[config.mk]
export PLATFORM = sky130hd
export DESIGN_NAME = i2c_scl_timer
export DESIGN_NICKNAME = d
export VERILOG_FILES = /design/src/rtl/sclgen_pkg.sv /design/src/rtl/sclgen_cfg.sv /design/src/rtl/sclgen_seq.sv /design/src/rtl/sclgen_strb.sv /design/src/rtl/i2c_scl_timer.sv
export SDC_FILE = /design/constraint.sdc
export NUM_CORES = 1
export LEC_CHECK = 0
export BUFFER_PORTS_ARGS = -buffer_cell sky130_fd_sc_hd__buf_2
export CAP_MARGIN = 0
export CELL_PAD_IN_SITES_DETAIL_PLACEMENT = 1
export CELL_PAD_IN_SITES_GLOBAL_PLACEMENT = 1
export CORE_MARGIN = 1.5
export CORE_UTILIZATION = 49
export CTS_BUF_LIST = sky130_fd_sc_hd__clkbuf_16
export DETAILED_ROUTE_END_ITERATION = 10
export PLACE_DENSITY = 0.79
export SLEW_MARGIN = 0
export SYNTH_ARGS = -nofsm -noshare
export SYNTH_HDL_FRONTEND = slang
export SYNTH_SLANG_ARGS = --single-unit
[constraint.sdc]
create_clock -name clk -period 7.1 [get_ports clk]
set_input_delay 1.42 -clock clk [delete_from_list [all_inputs] [get_ports clk]]
set_output_delay 1.42 -clock clk [all_outputs]
set_load 0.02 [all_outputs]
[src/rtl/sclgen_pkg.sv]
package sclgen_pkg;

    localparam int unsigned CNT_W_DEF  = 16;
    localparam int unsigned HI_MIN     = 6;
    localparam int unsigned LO_MIN     = 8;
    localparam int unsigned HI_EXTRA   = 8;
    localparam int unsigned LO_EXTRA   = 1;
    localparam int unsigned HOLD_EXTRA = 3;
    localparam int unsigned NUM_CREG   = 4;

    localparam logic [1:0] SPD_STD  = 2'b01;
    localparam logic [1:0] SPD_FAST = 2'b10;

    typedef enum logic [1:0] {
        CR_STD_HI = 2'd0,
        CR_STD_LO = 2'd1,
        CR_FST_HI = 2'd2,
        CR_FST_LO = 2'd3
    } creg_e;

    typedef enum logic [2:0] {
        PH_IDLE,
        PH_HOLD,
        PH_LOW,
        PH_HIGH,
        PH_STOP
    } phase_e;

    typedef struct packed {
        logic smp;
        logic upd;
        logic beg;
        logic fin;
    } strb_t;

endpackage

[src/rtl/sclgen_cfg.sv]
module sclgen_cfg
    import sclgen_pkg::*;
#(
    parameter int unsigned CNT_W = CNT_W_DEF,
    parameter int unsigned LEN_W = CNT_W + 1
) (
    input  logic             clk,
    input  logic             rst,
    input  logic             en,
    input  logic             cnt_we,
    input  logic [1:0]       cnt_sel,
    input  logic [CNT_W-1:0] cnt_wdata,
    input  logic             spd_we,
    input  logic [1:0]       spd_code,
    output logic [LEN_W-1:0] hi_len,
    output logic [LEN_W-1:0] lo_len,
    output logic [LEN_W-1:0] hold_len
);

    logic [CNT_W-1:0] creg_q [NUM_CREG];
    logic [1:0]       spd_q;
    logic             fast;
    logic [CNT_W-1:0] hi_raw, lo_raw, hi_eff, lo_eff;

    // One register per count, writable only while the controller is off.
    for (genvar g = 0; g < NUM_CREG; g++) begin : g_creg
        localparam logic [CNT_W-1:0] RST_VAL =
            (g % 2 == 1) ? CNT_W'(LO_MIN) : CNT_W'(HI_MIN);
        always_ff @(posedge clk) begin
            if (rst) begin
                creg_q[g] <= RST_VAL;
            end else if (!en && cnt_we && (cnt_sel == 2'(g))) begin
                creg_q[g] <= cnt_wdata;
            end
        end
    end

    always_ff @(posedge clk) begin
        if (rst) begin
            spd_q <= SPD_STD;
        end else if (!en && spd_we) begin
            spd_q <= spd_code;
        end
    end

    always_comb begin
        fast   = (spd_q == SPD_FAST);
        hi_raw = fast ? creg_q[CR_FST_HI] : creg_q[CR_STD_HI];
        lo_raw = fast ? creg_q[CR_FST_LO] : creg_q[CR_STD_LO];
        hi_eff = (hi_raw < CNT_W'(HI_MIN)) ? CNT_W'(HI_MIN) : hi_raw;
        lo_eff = (lo_raw < CNT_W'(LO_MIN)) ? CNT_W'(LO_MIN) : lo_raw;
        hi_len   = LEN_W'(hi_eff) + LEN_W'(HI_EXTRA);
        lo_len   = LEN_W'(lo_eff) + LEN_W'(LO_EXTRA);
        hold_len = LEN_W'(hi_eff) + LEN_W'(HOLD_EXTRA);
    end

endmodule

[src/rtl/sclgen_seq.sv]
module sclgen_seq
    import sclgen_pkg::*;
#(
    parameter int unsigned LEN_W = CNT_W_DEF + 1
) (
    input  logic             clk,
    input  logic             rst,
    input  logic             en,
    input  logic             start_req,
    input  logic             stop_req,
    input  logic             scl_in,
    input  logic [LEN_W-1:0] hi_len,
    input  logic [LEN_W-1:0] lo_len,
    input  logic [LEN_W-1:0] hold_len,
    output phase_e           ph,
    output logic [LEN_W-1:0] cnt,
    output logic             active,
    output logic             last_cyc
);

    phase_e           ph_q;
    logic [LEN_W-1:0] cnt_q;
    logic             hi_seen_q, last_q, stop_pend_q;
    logic             waits, stop_now;
    logic [LEN_W-1:0] cur_len;

    always_comb begin
        waits    = (ph_q == PH_HIGH) || (ph_q == PH_STOP);
        active   = (ph_q == PH_HOLD) || (ph_q == PH_LOW) ||
                   (waits && (hi_seen_q || scl_in));
        unique case (ph_q)
            PH_HOLD, PH_STOP: cur_len = hold_len;
            PH_LOW:           cur_len = lo_len;
            PH_HIGH:          cur_len = hi_len;
            default:          cur_len = LEN_W'(1);
        endcase
        last_cyc = active && (cnt_q == cur_len - LEN_W'(1));
        stop_now = stop_pend_q || stop_req;
    end

    always_ff @(posedge clk) begin
        if (rst || !en) begin
            ph_q        <= PH_IDLE;
            cnt_q       <= '0;
            hi_seen_q   <= 1'b0;
            last_q      <= 1'b0;
            stop_pend_q <= 1'b0;
        end else begin
            if (ph_q != PH_IDLE) stop_pend_q <= stop_now;
            if (ph_q == PH_IDLE) begin
                if (start_req) begin
                    ph_q  <= PH_HOLD;
                    cnt_q <= '0;
                end
            end else if (active) begin
                if (last_cyc) begin
                    cnt_q     <= '0;
                    hi_seen_q <= 1'b0;
                    unique case (ph_q)
                        PH_HOLD, PH_HIGH: begin
                            ph_q   <= PH_LOW;
                            last_q <= stop_now;
                        end
                        PH_LOW:  ph_q <= last_q ? PH_STOP : PH_HIGH;
                        default: begin
                            ph_q        <= PH_IDLE;
                            last_q      <= 1'b0;
                            stop_pend_q <= 1'b0;
                        end
                    endcase
                end else begin
                    cnt_q     <= cnt_q + LEN_W'(1);
                    hi_seen_q <= waits;
                end
            end
        end
    end

    assign ph  = ph_q;
    assign cnt = cnt_q;

endmodule

[src/rtl/sclgen_strb.sv]
module sclgen_strb
    import sclgen_pkg::*;
#(
    parameter int unsigned LEN_W = CNT_W_DEF + 1
) (
    input  phase_e           ph,
    input  logic [LEN_W-1:0] cnt,
    input  logic             active,
    input  logic             last_cyc,
    input  logic [LEN_W-1:0] hi_len,
    output strb_t            strb,
    output logic             oe
);

    logic [LEN_W-1:0] mid;

    always_comb begin
        mid      = hi_len >> 1;
        oe       = (ph == PH_LOW);
        strb.smp = (ph == PH_HIGH) && active && (cnt == mid);
        strb.upd = (ph == PH_LOW)  && (cnt == '0);
        strb.beg = (ph == PH_HOLD) && (cnt == '0);
        strb.fin = (ph == PH_STOP) && last_cyc;
    end

endmodule

[src/rtl/i2c_scl_timer.sv]
module i2c_scl_timer
    import sclgen_pkg::*;
#(
    parameter int unsigned CNT_W = CNT_W_DEF
) (
    input  logic             clk,
    input  logic             rst,
    input  logic             en,
    input  logic             cnt_we,
    input  logic [1:0]       cnt_sel,
    input  logic [CNT_W-1:0] cnt_wdata,
    input  logic             spd_we,
    input  logic [1:0]       spd_code,
    input  logic             start_req,
    input  logic             stop_req,
    input  logic             scl_in,
    output logic             scl_oe,
    output logic             smp_strb,
    output logic             upd_strb,
    output logic             start_strb,
    output logic             stop_strb
);

    localparam int unsigned LEN_W = CNT_W + 1;

    logic [LEN_W-1:0] hi_len, lo_len, hold_len;
    phase_e           ph;
    logic [LEN_W-1:0] cnt;
    logic             active, last_cyc;
    strb_t            strb;

    sclgen_cfg #(.CNT_W(CNT_W), .LEN_W(LEN_W)) u_cfg (
        .clk      (clk),
        .rst      (rst),
        .en       (en),
        .cnt_we   (cnt_we),
        .cnt_sel  (cnt_sel),
        .cnt_wdata(cnt_wdata),
        .spd_we   (spd_we),
        .spd_code (spd_code),
        .hi_len   (hi_len),
        .lo_len   (lo_len),
        .hold_len (hold_len)
    );

    sclgen_seq #(.LEN_W(LEN_W)) u_seq (
        .clk      (clk),
        .rst      (rst),
        .en       (en),
        .start_req(start_req),
        .stop_req (stop_req),
        .scl_in   (scl_in),
        .hi_len   (hi_len),
        .lo_len   (lo_len),
        .hold_len (hold_len),
        .ph       (ph),
        .cnt      (cnt),
        .active   (active),
        .last_cyc (last_cyc)
    );

    sclgen_strb #(.LEN_W(LEN_W)) u_strb (
        .ph      (ph),
        .cnt     (cnt),
        .active  (active),
        .last_cyc(last_cyc),
        .hi_len  (hi_len),
        .strb    (strb),
        .oe      (scl_oe)
    );

    assign smp_strb   = strb.smp;
    assign upd_strb   = strb.upd;
    assign start_strb = strb.beg;
    assign stop_strb  = strb.fin;

endmodule

### Word level (Yosys, flattened, before mapping)

Memories as Yosys holds them, arrays and structs flattened.
Index checks and enable logic that the tools add are counted.

* register bits after elaboration: 25
* bits in writable memories: 64
* memories kept: 1
* word-level logic and storage cells: 104
* output and inout port bits: 5
* input port bits: 28

* mux-type cells: 40
* bitwise gates (word level): 6
* eq/ne operators: 11
* order comparisons: 2
* reductions and logical operators: 33
* add/subtract/negate cells: 5

Memory list
* u_cfg.creg_q: words 4, bits a word 16, rd ports 4, clocked after memory_dff 0, wr ports 4, RTL line sclgen_cfg.sv:20 `logic [CNT_W-1:0] creg_q [NUM_CREG];`

Operator list (count)
* 2-to-1 mux 16 bit: 8
* 2-to-1 mux 17 bit: 4
* case mux 17 bit (3 select lines): 1
* 2-to-1 mux 1 bit: 20
* adder 16 x 1 -> 17 bit, second input constant: 1
* adder 16 x 2 -> 17 bit, second input constant: 1
* adder 16 x 4 -> 17 bit, second input constant: 1
* adder 17 x 1 -> 17 bit, second input constant: 1
* == test 17 x 16 -> 1 bit: 1
* == test 17 bit: 1
* zero test 17 bit: 1
* subtractor 17 x 1 -> 17 bit, second input constant: 1
* < comparator 16 x 3 -> 1 bit, second input constant: 1
* < comparator 16 x 4 -> 1 bit, second input constant: 1
* 2-to-1 mux 3 bit: 5
* logical AND 1 bit: 13
* == test 2 bit, second input constant: 3
* == test 3 x 2 -> 1 bit, second input constant: 2
* logical OR 1 bit: 6
* case mux 3 bit (2 select lines): 1
* bitwise OR 1 bit: 4
* AND reduction 2 bit: 2
* AND reduction 4 bit: 1
* nonzero test 2 bit: 2
* 13 further kinds: 15

### Depth between registers and ports, before layout

Gate-level depths: netlist of run 1.

* word-level depth: 12
* mapped depth: 24

### Modules after synthesis

From an unflattened synthesis of run 1, not the netlist that was laid out.

* cells, all modules: 720
* area total of the unflattened synthesis: 6696.4 sq um

Modules (own cells, without submodules)
* sclgen_cfg: instances 1, area an instance 4060.1 sq um, seq. area each 1961.9 sq um, cells each 375
* sclgen_seq: instances 1, area an instance 2374.8 sq um, seq. area each 460.4 sq um, cells each 310
* sclgen_strb: instances 1, area an instance 261.5 sq um, seq. area each 0.0 sq um, cells each 35

### Worst setup path after synthesis of run 1

Ideal clock, no wire load.

* kind: register -> output
* start: register u_cfg.spd_q[1]
* end: output port stop_strb
* cell stages (with the launch flop): 22
* path slack: 0.957 ns
* path buffers: 3
* arrival time: 4.723 ns
* required time: 5.680 ns
* cells stage by stage: dfxtp_1 -> nor2b_1 -> buf_2 -> nor3_1 -> o221a_2 -> buf_4 -> or2_2 -> ha_1 -> nor2_1 -> nand2_1 -> a21oi_1 -> a211oi_1 -> a21boi_0 -> ha_1 -> clkbuf_1 -> inv_1 -> or3b_1 -> and3_1 -> o31ai_1 -> o2111a_1 -> o2111ai_1 -> nor3_1

* word-level cells in the longest chain between the ends: 10

RTL lines
* start, declared: RTL line sclgen_cfg.sv:21 `logic [1:0] spd_q;`
* start signal, assigned: RTL line sclgen_cfg.sv:42 `spd_q <= spd_code;`
* == test 2 bit *: RTL line sclgen_cfg.sv:47 `fast = (spd_q == SPD_FAST);`
* 2-to-1 mux 16 bit (on tied branches): RTL line sclgen_cfg.sv:48, sclgen_cfg.sv:49
* < comparator 16 x 3 -> 1 bit or < comparator 16 x 4 -> 1 bit (tied branches): RTL line sclgen_cfg.sv:50, sclgen_cfg.sv:51
* 2-to-1 mux 16 bit (on tied branches): RTL line sclgen_cfg.sv:50, sclgen_cfg.sv:51
* adder 16 x 4 -> 17 bit, or another cell as far along: RTL line sclgen_cfg.sv:52 `hi_len = LEN_W'(hi_eff) + LEN_W'(HI_EXTRA);`
* case mux 17 bit (3 select lines) *: RTL line sclgen_seq.sv:31 `unique case (ph_q)`
* subtractor 17 x 1 -> 17 bit *: RTL line sclgen_seq.sv:37 `last_cyc = active && (cnt_q == cur_len - LEN_W'(1));`
* == test 17 bit *: RTL line sclgen_seq.sv:37
* logical AND 1 bit *: RTL line sclgen_seq.sv:37
* logical AND 1 bit *: RTL line sclgen_strb.sv:23 `strb.fin = (ph == PH_STOP) && last_cyc;`
* end, declared: RTL line i2c_scl_timer.sv:21 `output logic stop_strb`

Mark *: on every way between the ends. The rest lies on a longest branch, timed or not.

### Worst setup path in the final report of run 1

Same ends and word-level chain as after synthesis.

==> impl_metrics.ini, run 1 <==
[finish]
postLayoutCoreUtil_pct = 55.0
layout.nets = 820
drive_gt1_share_pct = 13.1
flow.area_growth_from_synthesis_pct = 9.27
filler_cell_count = 1594
multi_input_area_sq_um = 4340
antenna-diode-count = 0
final-seq-area_sq_um = 2420

[critical_path]
cell_chain_critical_path = nor2b_4 > buf_4 > mux2i_1 > nor2_1 > ha_1 > nand2_1 > or3_1 > a211oi_1 > mux2i_1 > nand4_1 > nor4_4 > nand3_1 > o31a_1 > a311oi_1 > o2111ai_2 > nor3_2 > buf_2
worst-r2r-cell-count = 17
setup.worst_path.end_class = output pin
critPathKind = reg -> out
critPathSlowestCell = sky130_fd_sc_hd__dfxtp_1
worstPathMaxFanout = 22
reg2reg_slack_ps = 1430
rr_startpoint = u_cfg.spd_q[1]$_SDFFE_PP0P_
cp-start-kind = flip-flop
worst_ep_arrival_time_ps = 5340
worst_endpoint_required_time_ps = 5680
timing.critical_path.mode_cell = sky130_fd_sc_hd__mux2i_1
critPathMaxStageDelay_ps = 520
timing.rr.end = u_seq.cnt[10]$_SDFFE_PP0P_

[sta]
report.final.setup_viol = 0
finalHoldViolCount = 0
fin_tns_setup_ps = 0
layout_skew_ps = 11.0
final_worst_path_cycle_share_pct = 95.1
worst_slew_margin_rel_pct = 28.9
slew_viol_final = 0
rsz0062_at_grt = false
fmaxAchievable_mhz = 148
worstMarginPinSlew_ps = 1070
final_period_minus_worst_setup_slack_ps = 6760

[logic_synthesis]
ys_seq_area_share_pct = 34.7
yosysWarnings = 0
synth_top_cells_by_area = sky130_fd_sc_hd__edfxtp_1 (27%), sky130_fd_sc_hd__dfxtp_1 (7.2%), sky130_fd_sc_hd__xnor2_1 (6.3%)
syn-cell-area_sq_um = 6990
number_of_distinct_library_cell_variants_in_the_gate_level_netlist_after_synthesis = 83
synth_enable_flop_cells = 64
synth.avg_cell_area_sq_um = 9.11
synth.ff_latch_count = 89
synth.top_cell.area_share_pct = 27.5
syn-instance-count = 767
synth_fp_nets = 801
synthFlopType = sky130_fd_sc_hd__edfxtp_1
async_flop_share_pct = 0
synth_top_cell_by_area = sky130_fd_sc_hd__edfxtp_1

[power]
p_int_mw = 0.943
net-switching-power_mw = 0.412
power.ir.vdd_worst_mv = 0.271
share_comb_of_total_power_pct = 16.8
power.sequential.fraction_pct = 45.7
leakage_power_nw = 2.60
netSwitchingFraction_pct = 30.4
p_per_cell_area_nw_per_um2 = 177
share_clk_of_total_power_pct = 37.4

[clock_tree]
cts_htree_levels = 3
clock_root_buffer = sky130_fd_sc_hd__clkbuf_16
cts_buffers = 9
cts-hold-fix-buffers = 0
cts_num_sinks = 89
clock_latency_on_the_worst_skew_pair_ps = 360
cts.path.max_buffers = 2
cts_tree = built
clock_edge_transition_at_the_registers_on_the_reported_setup_and_hold_paths_ps = 70

[hold_path]
worst_hold_startpoint = u_seq.hi_seen_q$_SDFFE_PP0P_
hold_path.class = reg -> reg
min_path_cells = 2
min_to = u_seq.hi_seen_q$_SDFFE_PP0P_

[die]
initial_core_util_pct = 50.4
row_count = 43
design.core.area_sq_um = 13900
chipWidth_um = 122
die_outline_area_sq_um = 15000
die_height_um = 122
pin_count = 33

[global_routing]
grt_first_pass_wirelength_um = 37800
grt_start_max_net_pins = 24
globalRoute.totalOverflow = 0
grt_usage_pct = 33.9
first_global_vias = 6609
antenna_found_initial = 0

[route]
avgViaCountPerCell = 6.68
vias = 6482
first_iter_violations = 533
antenna_violating_nets_post_route = 0
drtPass1Iterations = 5
remaining_drc_errors = 0
routed_wire_length_per_instance_um = 25.4
routed_wl_um = 24600

[status]
result_of_the_run = completed

[placement]
globalplace.congestion = 0.967
buffer_ports.inserted = 32
hpwl_um = 19000

[job]
max_cap_violations = 0
critical path: cells and delay by family (launching register included):
kind,cells,cell delay (ps)
DFF,1,520
adders and majority gates,1,270
muxes,2,540
buffers and inverters,2,500
AOI/OAI and AO/OA,4,1250
and+or+nand+nor,8,1880
stage by stage:
| stage | power, mW | cells | cell area (sq um) | hold WS [ps] | setup slack (ps) |
|---|---|---|---|---|---|
| 2_1_floorplan | 0.765 | 767 | 6990 | 442 | 957 |
| 3_3_place_gp | 0.841 | 951 | 7280 | 454 | 603 |
| 3_5_place_dp | 0.850 | 951 | 7280 | 471 | 315 |
| 4_1_cts | 1.35 | 970 | 7610 | 481 | 65.2 |
| 5_1_grt | 1.39 | 971 | 7640 | 520 | 8.70 |
| 6_report | 1.35 | 971 | 7640 | 479 | 345 |
timing repair:
item	in CTS	in global routing
buffers inserted	3	1
gates resized for setup	0	5
endpoints found under the setup margin	1	1
pin swaps	0	1
layout make-up:
class / count / share of cell area (%)
timing repair buffer: 49 / 3.77
sequential: 89 / 31.7
clock buffer: 9 / 2.95
multi-input combinational: 621 / 56.8
inverter: 16 / 0.786
tap: 180 / 2.95
clock inverter: 7 / 1.05
layer usage:
layer  global-route usage (%)  vias to the layer above  wire length (um)
li1                         -                     2940                 -
met1                     40.7                     3281             10100
met2                     60.9                      202             12500
met3                     4.23                       59               964
met4                     14.7                        0               998
met5                        0                        -                 0
layout by cell type (no fill, tap or decap), types with 18 or more instances in the layout:
master                     instances
sky130_fd_sc_hd__a21oi_1          19
sky130_fd_sc_hd__and2_1           61
sky130_fd_sc_hd__buf_2            32
sky130_fd_sc_hd__mux2i_1          36
sky130_fd_sc_hd__nor3_1           26
sky130_fd_sc_hd__nor2_1           46
sky130_fd_sc_hd__dfxtp_1          24
sky130_fd_sc_hd__xnor2_1          50
sky130_fd_sc_hd__edfxtp_1         64
sky130_fd_sc_hd__nand2_1          52
sky130_fd_sc_hd__xor2_1           18
sky130_fd_sc_hd__o21ai_0          22
sky130_fd_sc_hd__a211oi_1         24
sky130_fd_sc_hd__nand3_1          27
sky130_fd_sc_hd__nand4_1          23
synthesized netlist by cell type, types with 4 or more instances:
master,number
sky130_fd_sc_hd__xnor2_1,50
sky130_fd_sc_hd__mux2i_1,36
sky130_fd_sc_hd__nand2_1,52
sky130_fd_sc_hd__o31ai_1,7
sky130_fd_sc_hd__nor2_1,46
sky130_fd_sc_hd__a211oi_1,24
sky130_fd_sc_hd__a21o_1,5
sky130_fd_sc_hd__a21boi_0,4
sky130_fd_sc_hd__nand3_1,27
sky130_fd_sc_hd__edfxtp_1,64
sky130_fd_sc_hd__ha_1,6
sky130_fd_sc_hd__clkbuf_1,30
sky130_fd_sc_hd__o211ai_1,9
sky130_fd_sc_hd__and3_1,14
sky130_fd_sc_hd__nor4_1,17
sky130_fd_sc_hd__nand4_1,23
sky130_fd_sc_hd__o41ai_1,4
sky130_fd_sc_hd__mux2_2,7
sky130_fd_sc_hd__dfxtp_1,25
sky130_fd_sc_hd__nand3b_1,4
sky130_fd_sc_hd__o221ai_1,5
sky130_fd_sc_hd__a31oi_1,11
sky130_fd_sc_hd__and2_1,61
sky130_fd_sc_hd__xor2_1,18
sky130_fd_sc_hd__buf_4,4
sky130_fd_sc_hd__o32ai_1,6
sky130_fd_sc_hd__o21bai_1,5
sky130_fd_sc_hd__o21ai_0,22
sky130_fd_sc_hd__nor2b_1,6
sky130_fd_sc_hd__inv_1,16
sky130_fd_sc_hd__o211a_1,4
sky130_fd_sc_hd__nor3_1,29
sky130_fd_sc_hd__or3_1,10
sky130_fd_sc_hd__and4_1,5
sky130_fd_sc_hd__nand2b_1,14
sky130_fd_sc_hd__a21oi_1,19
flip-flops by register name, indices dropped and copies added, names as in the netlist:
signal,flops
u_cfg.creg_q,64
u_cfg.spd_q,2
u_seq.cnt,17
u_seq.hi_seen_q,1
u_seq.last_q,1
u_seq.ph,3
u_seq.stop_pend_q,1
how the worst max path moves through the flow:
stage	cells after the start	endpoint	slack [ps]	from
2_1_floorplan	21	stop_strb	960	u_cfg.spd_q[1]$_SDFFE_PP0P_
3_3_place_gp	19	stop_strb	600	u_cfg.spd_q[1]$_SDFFE_PP0P_
3_5_place_dp	19	stop_strb	310	u_cfg.spd_q[1]$_SDFFE_PP0P_
4_1_cts	19	stop_strb	70	u_cfg.spd_q[0]$_SDFFE_PP1P_
5_1_grt	17	stop_strb	9	u_cfg.spd_q[1]$_SDFFE_PP0P_
6_report	17	stop_strb	340	u_cfg.spd_q[1]$_SDFFE_PP0P_
power by group through the flow:
| stage | Clock [mW] | Sequential, mW | Combinational (mW) |
|---|---|---|---|
| 2_1_floorplan | 0 | 0.612 | 0.153 |
| 3_3_place_gp | 0 | 0.627 | 0.214 |
| 3_5_place_dp | 0 | 0.629 | 0.221 |
| 4_1_cts | 0.512 | 0.618 | 0.224 |
| 5_1_grt | 0.528 | 0.622 | 0.245 |
| 6_report | 0.507 | 0.620 | 0.228 |
cell families (layout without fill, tap and decap cells):
| family | count (synthesis) | count (layout) | synth area share (%) |
|---|---|---|---|
| AND/OR/NAND/NOR | 339 | 339 | 27.8 |
| XOR/XNOR | 68 | 68 | 8.52 |
| buffers and inverters | 57 | 81 | 3.87 |
| multiplexers | 46 | 46 | 6.87 |
| AO/OA/AOI/OAI | 162 | 162 | 17.2 |
| flip-flops | 89 | 89 | 34.7 |
| adder cells (fa/ha/maj) | 6 | 6 | 1.07 |
Note: power is estimated with default switching activity, not from simulation.
==> inputs of run 2 (changes only) <==
- CORE_ASPECT_RATIO: default -> 0.8
==> run 2 against run 1 <==
Clock power about the same; critical path type unchanged; design area is 1.2% higher; largest cell class unchanged; wire length grew 7.4%; count of clock-buffer cells in the layout is the same; via count up 3.4%; global-route usage up 2.9 points; combinational power increased by 5%; total power rose by 0.90%; maximum frequency fell by 2.0%; die area about the same.
==> impl_metrics.ini, run 2 (synthesis gave the netlist of run 1 again) <==
[critical_path]
setup.worst_path.end_class = output pin
worstPathMaxFanout = 11
cp-start-kind = flip-flop
worstSetupStartpoint = u_cfg.spd_q[1]$_SDFFE_PP0P_
rr_startpoint = u_cfg.spd_q[1]$_SDFFE_PP0P_
critPathKind = reg -> out
worst_ep_arrival_time_ps = 5470
worst_endpoint_required_time_ps = 5680

[finish]
layout.nets = 830
flow.area_growth_from_synthesis_pct = 10.6
drive_gt1_share_pct = 14.7
mostFrequentLayoutCell = sky130_fd_sc_hd__edfxtp_1
layout.cells.most_common_list = sky130_fd_sc_hd__edfxtp_1 (64), sky130_fd_sc_hd__and2_1 (61), sky130_fd_sc_hd__nand2_1 (52), sky130_fd_sc_hd__xnor2_1 (50), sky130_fd_sc_hd__nor2_1 (46)
top_register = u_cfg.creg_q
antenna-diode-count = 0
largest_register_ffs = 64

[job]
max_cap_violations = 0

[sta]
final_worst_path_cycle_share_pct = 97.1
final_period_minus_worst_setup_slack_ps = 6890
slew_viol_final = 0
worstMarginPinSlew_ps = 1070
setup_slack_ps = 207
report.final.setup_viol = 0
layout_skew_ps = 10.3
finalHoldViolCount = 0
fmaxAchievable_mhz = 145
fin_tns_setup_ps = 0
hold_ws_ps = 488
worst_slew_margin_rel_pct = 28.7

[global_routing]
first_global_vias = 6630
global_route.usage.met2_pct = 55.0
grt_first_pass_wirelength_um = 40500
grt_usage_pct = 36.8
antenna_found_initial = 0
grt_most_used_layer = met2
met3_usage_grt_pct = 10.1
met1_usage_pct = 52.8
globalRoute.totalOverflow = 0
grt_start_max_net_pins = 24

[die]
chipWidth_um = 137
initial_core_util_pct = 50.9
row_count = 38
pin_count = 33
design.core.area_sq_um = 13700
die_outline_area_sq_um = 15000
die_height_um = 110

[route]
drtPass1Iterations = 5
avgViaCountPerCell = 6.83
routed_wl_um = 26400
antenna_violating_nets_post_route = 0
vias = 6703
remaining_drc_errors = 0
first_iter_violations = 651
routed_wire_length_per_instance_um = 27.0

[power]
pwr_total_mw = 1.37
power.ir.vdd_worst_mv = 0.117
p_per_cell_area_nw_per_um2 = 177
leakage_power_nw = 2.66

[clock_tree]
cts.path.max_buffers = 2
cts_num_sinks = 89
clock_root_buffer = sky130_fd_sc_hd__clkbuf_16
clock_latency_on_the_worst_skew_pair_ps = 360
clock_edge_transition_at_the_registers_on_the_reported_setup_and_hold_paths_ps = 70
cts_htree_levels = 3
cts_buffers = 9
cts-hold-fix-buffers = 0
cts_tree = built

[placement]
globalplace.congestion = 1.01
hpwl_um = 20700
buffer_ports.inserted = 32
dp_worst_setup_slack_ps = 269

[hold_path]
hold_path.class = reg -> reg
worst_hold_startpoint = u_seq.hi_seen_q$_SDFFE_PP0P_

[status]
result_of_the_run = completed
## run 2: critical path, cell delays in order, from the launching register on
cell and delay, ps:
sky130_fd_sc_hd__dfxtp_2 370, sky130_fd_sc_hd__nor2b_4 160, sky130_fd_sc_hd__buf_4 140, sky130_fd_sc_hd__and4_1 160, sky130_fd_sc_hd__o221a_2 360, sky130_fd_sc_hd__or2_2 350
sky130_fd_sc_hd__ha_1 280, sky130_fd_sc_hd__nand4b_1 230, sky130_fd_sc_hd__mux2i_2 310, sky130_fd_sc_hd__nand3_1 220, sky130_fd_sc_hd__mux2i_1 240, sky130_fd_sc_hd__nand4_1 260
sky130_fd_sc_hd__nor4_4 420, sky130_fd_sc_hd__nand3_1 200, sky130_fd_sc_hd__o31a_1 360, sky130_fd_sc_hd__a311oi_1 340, sky130_fd_sc_hd__o2111ai_2 270, sky130_fd_sc_hd__nor3_2 230
sky130_fd_sc_hd__buf_2 210
## run 2: area by class of cell
cell class              count  area (sq um)
flip-flops and latches     89          2420
clock inverters             7          78.8
inverters                  16          60.1
well taps                 180           225
fillers                  1615          6010
repair buffers             59           363
clock buffers               9           225
multi-input cells         621          4350
## run 2: power breakdown
group          switching, mW  leakage (nW)  total, mW  internal [mW]
Clock                  0.232         0.149      0.509          0.277
Sequential            0.0343         0.822      0.618          0.584
Combinational          0.157          1.69      0.240         0.0823
Total                  0.424          2.66       1.37          0.943
## run 2: final timing paths
| kind | end | slack [ps] | cells after the start |
|---|---|---|---|
| max | stop_strb | 210 | 18 |
| min | u_seq.hi_seen_q$_SDFFE_PP0P_ | 490 | 2 |
| max reg2reg | u_seq.cnt[9]$_SDFFE_PP0P_ | 1350 | 18 |
| min reg2reg | u_seq.hi_seen_q$_SDFFE_PP0P_ | 490 | 2 |
## run 2: through the flow
stage / cell area (sq um) / cells / util, %
floorplan: 6990 / 767 / -
global placement: 7310 / 956 / 53.2
detailed placement: 7310 / 956 / 53.2
CTS: 7640 / 975 / 55.6
global route: 7730 / 981 / 56.3
finish: 7730 / 981 / 56.3
## run 2: repair_timing
item,in CTS,in global routing
pin swaps,0,1
setup buffers,3,6
resized for setup,1,10
setup endpoints to repair,1,1
## run 2: routing by layer
layer	vias to the layer above	part of all wire, %
li1	2966	-
met1	3373	45
met2	315	43
met3	49	11
met4	0	1.6
met5	-	0
==> inputs of run 3 (changes only) <==
- CORE_MARGIN: 1.5 -> default
==> run 3 against run 2 <==
Maximum frequency shrank 0.55%; hold slack lost 3.7 ps; count of clock-buffer cells in the layout is the same; clock skew grew 5.5 ps; highest routed layer unchanged; register-to-register slack lost 50 ps; wire length shrank 0.31%; critical path depth shrank 1; sequential power is essentially flat; total power shrank 2.2%; first-iteration DRC count shrank 4.9%; largest power group unchanged.
==> impl_metrics.ini, run 3 (synthesis gave the netlist of run 1 again) <==
[job]
max_cap_violations = 0

[clock_tree]
clock_root_buffer = sky130_fd_sc_hd__clkbuf_16
cts.path.max_buffers = 2
clock_edge_transition_at_the_registers_on_the_reported_setup_and_hold_paths_ps = 70
cts_num_sinks = 89
cts_tree = built
cts_htree_levels = 3
cts-hold-fix-buffers = 0
clock_latency_on_the_worst_skew_pair_ps = 360
cts_buffers = 9

[finish]
layout.nets = 824
drive_gt1_share_pct = 14.0
postLayoutCoreUtil_pct = 55.9
antenna-diode-count = 0
layout.cells.most_common_list = sky130_fd_sc_hd__edfxtp_1 (64), sky130_fd_sc_hd__and2_1 (61), sky130_fd_sc_hd__nand2_1 (52), sky130_fd_sc_hd__xnor2_1 (50), sky130_fd_sc_hd__nor2_1 (46)
final-seq-area_sq_um = 2420
flow.area_growth_from_synthesis_pct = 9.85
filler_cell_count = 1579
top_register = u_cfg.creg_q
instances_no_fill = 975
multi_input_area_sq_um = 4360
largest_register_ffs = 64
mostFrequentLayoutCell = sky130_fd_sc_hd__edfxtp_1

[die]
row_count = 38
die_outline_area_sq_um = 14700
pin_count = 33
initial_core_util_pct = 50.9
die_height_um = 109
chipWidth_um = 136
design.core.area_sq_um = 13700

[sta]
slew_viol_final = 0
fin_tns_setup_ps = 0
fmaxAchievable_mhz = 144
final_worst_path_cycle_share_pct = 97.6
worst_slew_margin_rel_pct = 27.7
layout_skew_ps = 15.8
finalHoldViolCount = 0
report.final.setup_viol = 0
final_period_minus_worst_setup_slack_ps = 6930
worstMarginPinSlew_ps = 1080

[route]
wl_met3_um = 2320
drtPass1Iterations = 5
antenna_violating_nets_post_route = 0
dr_wl_met2_um = 11300
avgViaCountPerCell = 6.87
detail_route.wirelength.met1_um = 12300
vias = 6694
routed_wire_length_per_instance_um = 27.0
remaining_drc_errors = 0
first_iter_violations = 619
routed_wl_um = 26400
route.top_layer_used = met4

[critical_path]
cell_chain_critical_path = nor4_1 > and4_1 > o221a_2 > nor2_1 > ha_1 > nand4b_1 > mux2i_4 > nand3_1 > mux2i_1 > nand4_1 > nor4_4 > nand3_1 > o31a_1 > a311oi_1 > o2111ai_2 > nor3_2 > buf_2
critical_path.n_buffers_inverters = 1
setup.worst_path.end_class = output pin
cp-start-kind = flip-flop
critPathMaxStageDelay_ps = 450
timing.critical_path.mode_cell = sky130_fd_sc_hd__nand3_1
worst_endpoint_required_time_ps = 5680
critPathKind = reg -> out
critical-path-top-delay-family = simple AND/OR/NAND/NOR gates
worst_ep_arrival_time_ps = 5510
critPathSlowestCell = sky130_fd_sc_hd__nor4_1
worstPathMaxFanout = 11

[global_routing]
grt_start_max_net_pins = 24
globalRoute.totalOverflow = 0
grt_usage_pct = 36.9
grt_first_pass_wirelength_um = 39600
first_global_vias = 6620
antenna_found_initial = 0

[status]
result_of_the_run = completed

[power]
p_per_cell_area_nw_per_um2 = 174
leakage_power_nw = 2.63
power.ir.vdd_worst_mv = 0.134

[placement]
dpl.cell_count = 953
globalplace.congestion = 0.980
hpwl_um = 20500
buffer_ports.inserted = 32

[hold_path]
hold_path.class = reg -> reg
## run 3: cell count changes in the layout (fill, tap and decap cells not counted)
cell                        change
sky130_fd_sc_hd__buf_4          -6
sky130_fd_sc_hd__clkinv_4       -2
sky130_fd_sc_hd__inv_6          +2
sky130_fd_sc_hd__nor4_2         -2
sky130_fd_sc_hd__bufinv_16      -1
sky130_fd_sc_hd__inv_8          +1
sky130_fd_sc_hd__mux2i_2        -1
sky130_fd_sc_hd__mux2i_4        +1
sky130_fd_sc_hd__nor4_1         +1
sky130_fd_sc_hd__nor4_4         +1
## run 3: layer usage
metal | vias to the layer above | GRT usage, %
met4 | 0 | 9.87
met3 | 56 | 9.67
met2 | 297 | 54.9
met5 | - | 0
li1 | 2957 | -
met1 | 3384 | 52.4
## run 3: through the flow
| step | setup slack (ps) | power (mW) | hold WS, ps | cell area, sq um |
|---|---|---|---|---|
| 2_1_floorplan | 957 | 0.765 | 442 | 6990 |
| 3_3_place_gp | 488 | 0.844 | 462 | 7290 |
| 5_1_grt | -41.6 | 1.37 | 507 | 7680 |
| 3_5_place_dp | 168 | 0.854 | 475 | 7290 |
| 4_1_cts | 2.78 | 1.33 | 485 | 7610 |
| 6_report | 169 | 1.34 | 484 | 7680 |
## run 3: power by group
group	switching, mW	internal, mW
Clock	0.233	0.245
Sequential	0.0352	0.584
Combinational	0.158	0.0820
Total	0.426	0.911
## run 3: final timing paths
| check | start | endpoint | slack (ps) | cells after the start |
|---|---|---|---|---|
| setup / recovery | u_cfg.creg_q[0][12]$_SDFFCE_PN0P_ | stop_strb | 170 | 17 |
| hold / removal | u_seq.hi_seen_q$_SDFFE_PP0P_ | u_seq.hi_seen_q$_SDFFE_PP0P_ | 480 | 2 |
| setup reg to reg | u_cfg.creg_q[0][12]$_SDFFCE_PN0P_ | u_seq.cnt[16]$_SDFFE_PP0P_ | 1300 | 17 |
| hold reg to reg | u_seq.hi_seen_q$_SDFFE_PP0P_ | u_seq.hi_seen_q$_SDFFE_PP0P_ | 480 | 2 |
## run 3: tightest hold or removal path: stages, from the launching register on
cell and delay (ps):
sky130_fd_sc_hd__dfxtp_1 330, sky130_fd_sc_hd__nand2_1 60, sky130_fd_sc_hd__a21oi_1 50
## run 3: what timing repair did
| action | in CTS | in global routing |
|---|---|---|
| resized for setup | 2 | 10 |
| setup endpoints to repair | 1 | 1 |
| pin swaps | 0 | 1 |
| buffers inserted | 3 | 3 |
## run 3: area by class of cell
cell class,instances,area share (%)
Clock inverter,7,0.782
Timing Repair Buffer,53,4.14
Sequential cell,89,31.6
Clock buffer,9,2.93
Tap cell,180,2.93
Multi-Input combinational cell,621,56.8
Inverter,16,0.782
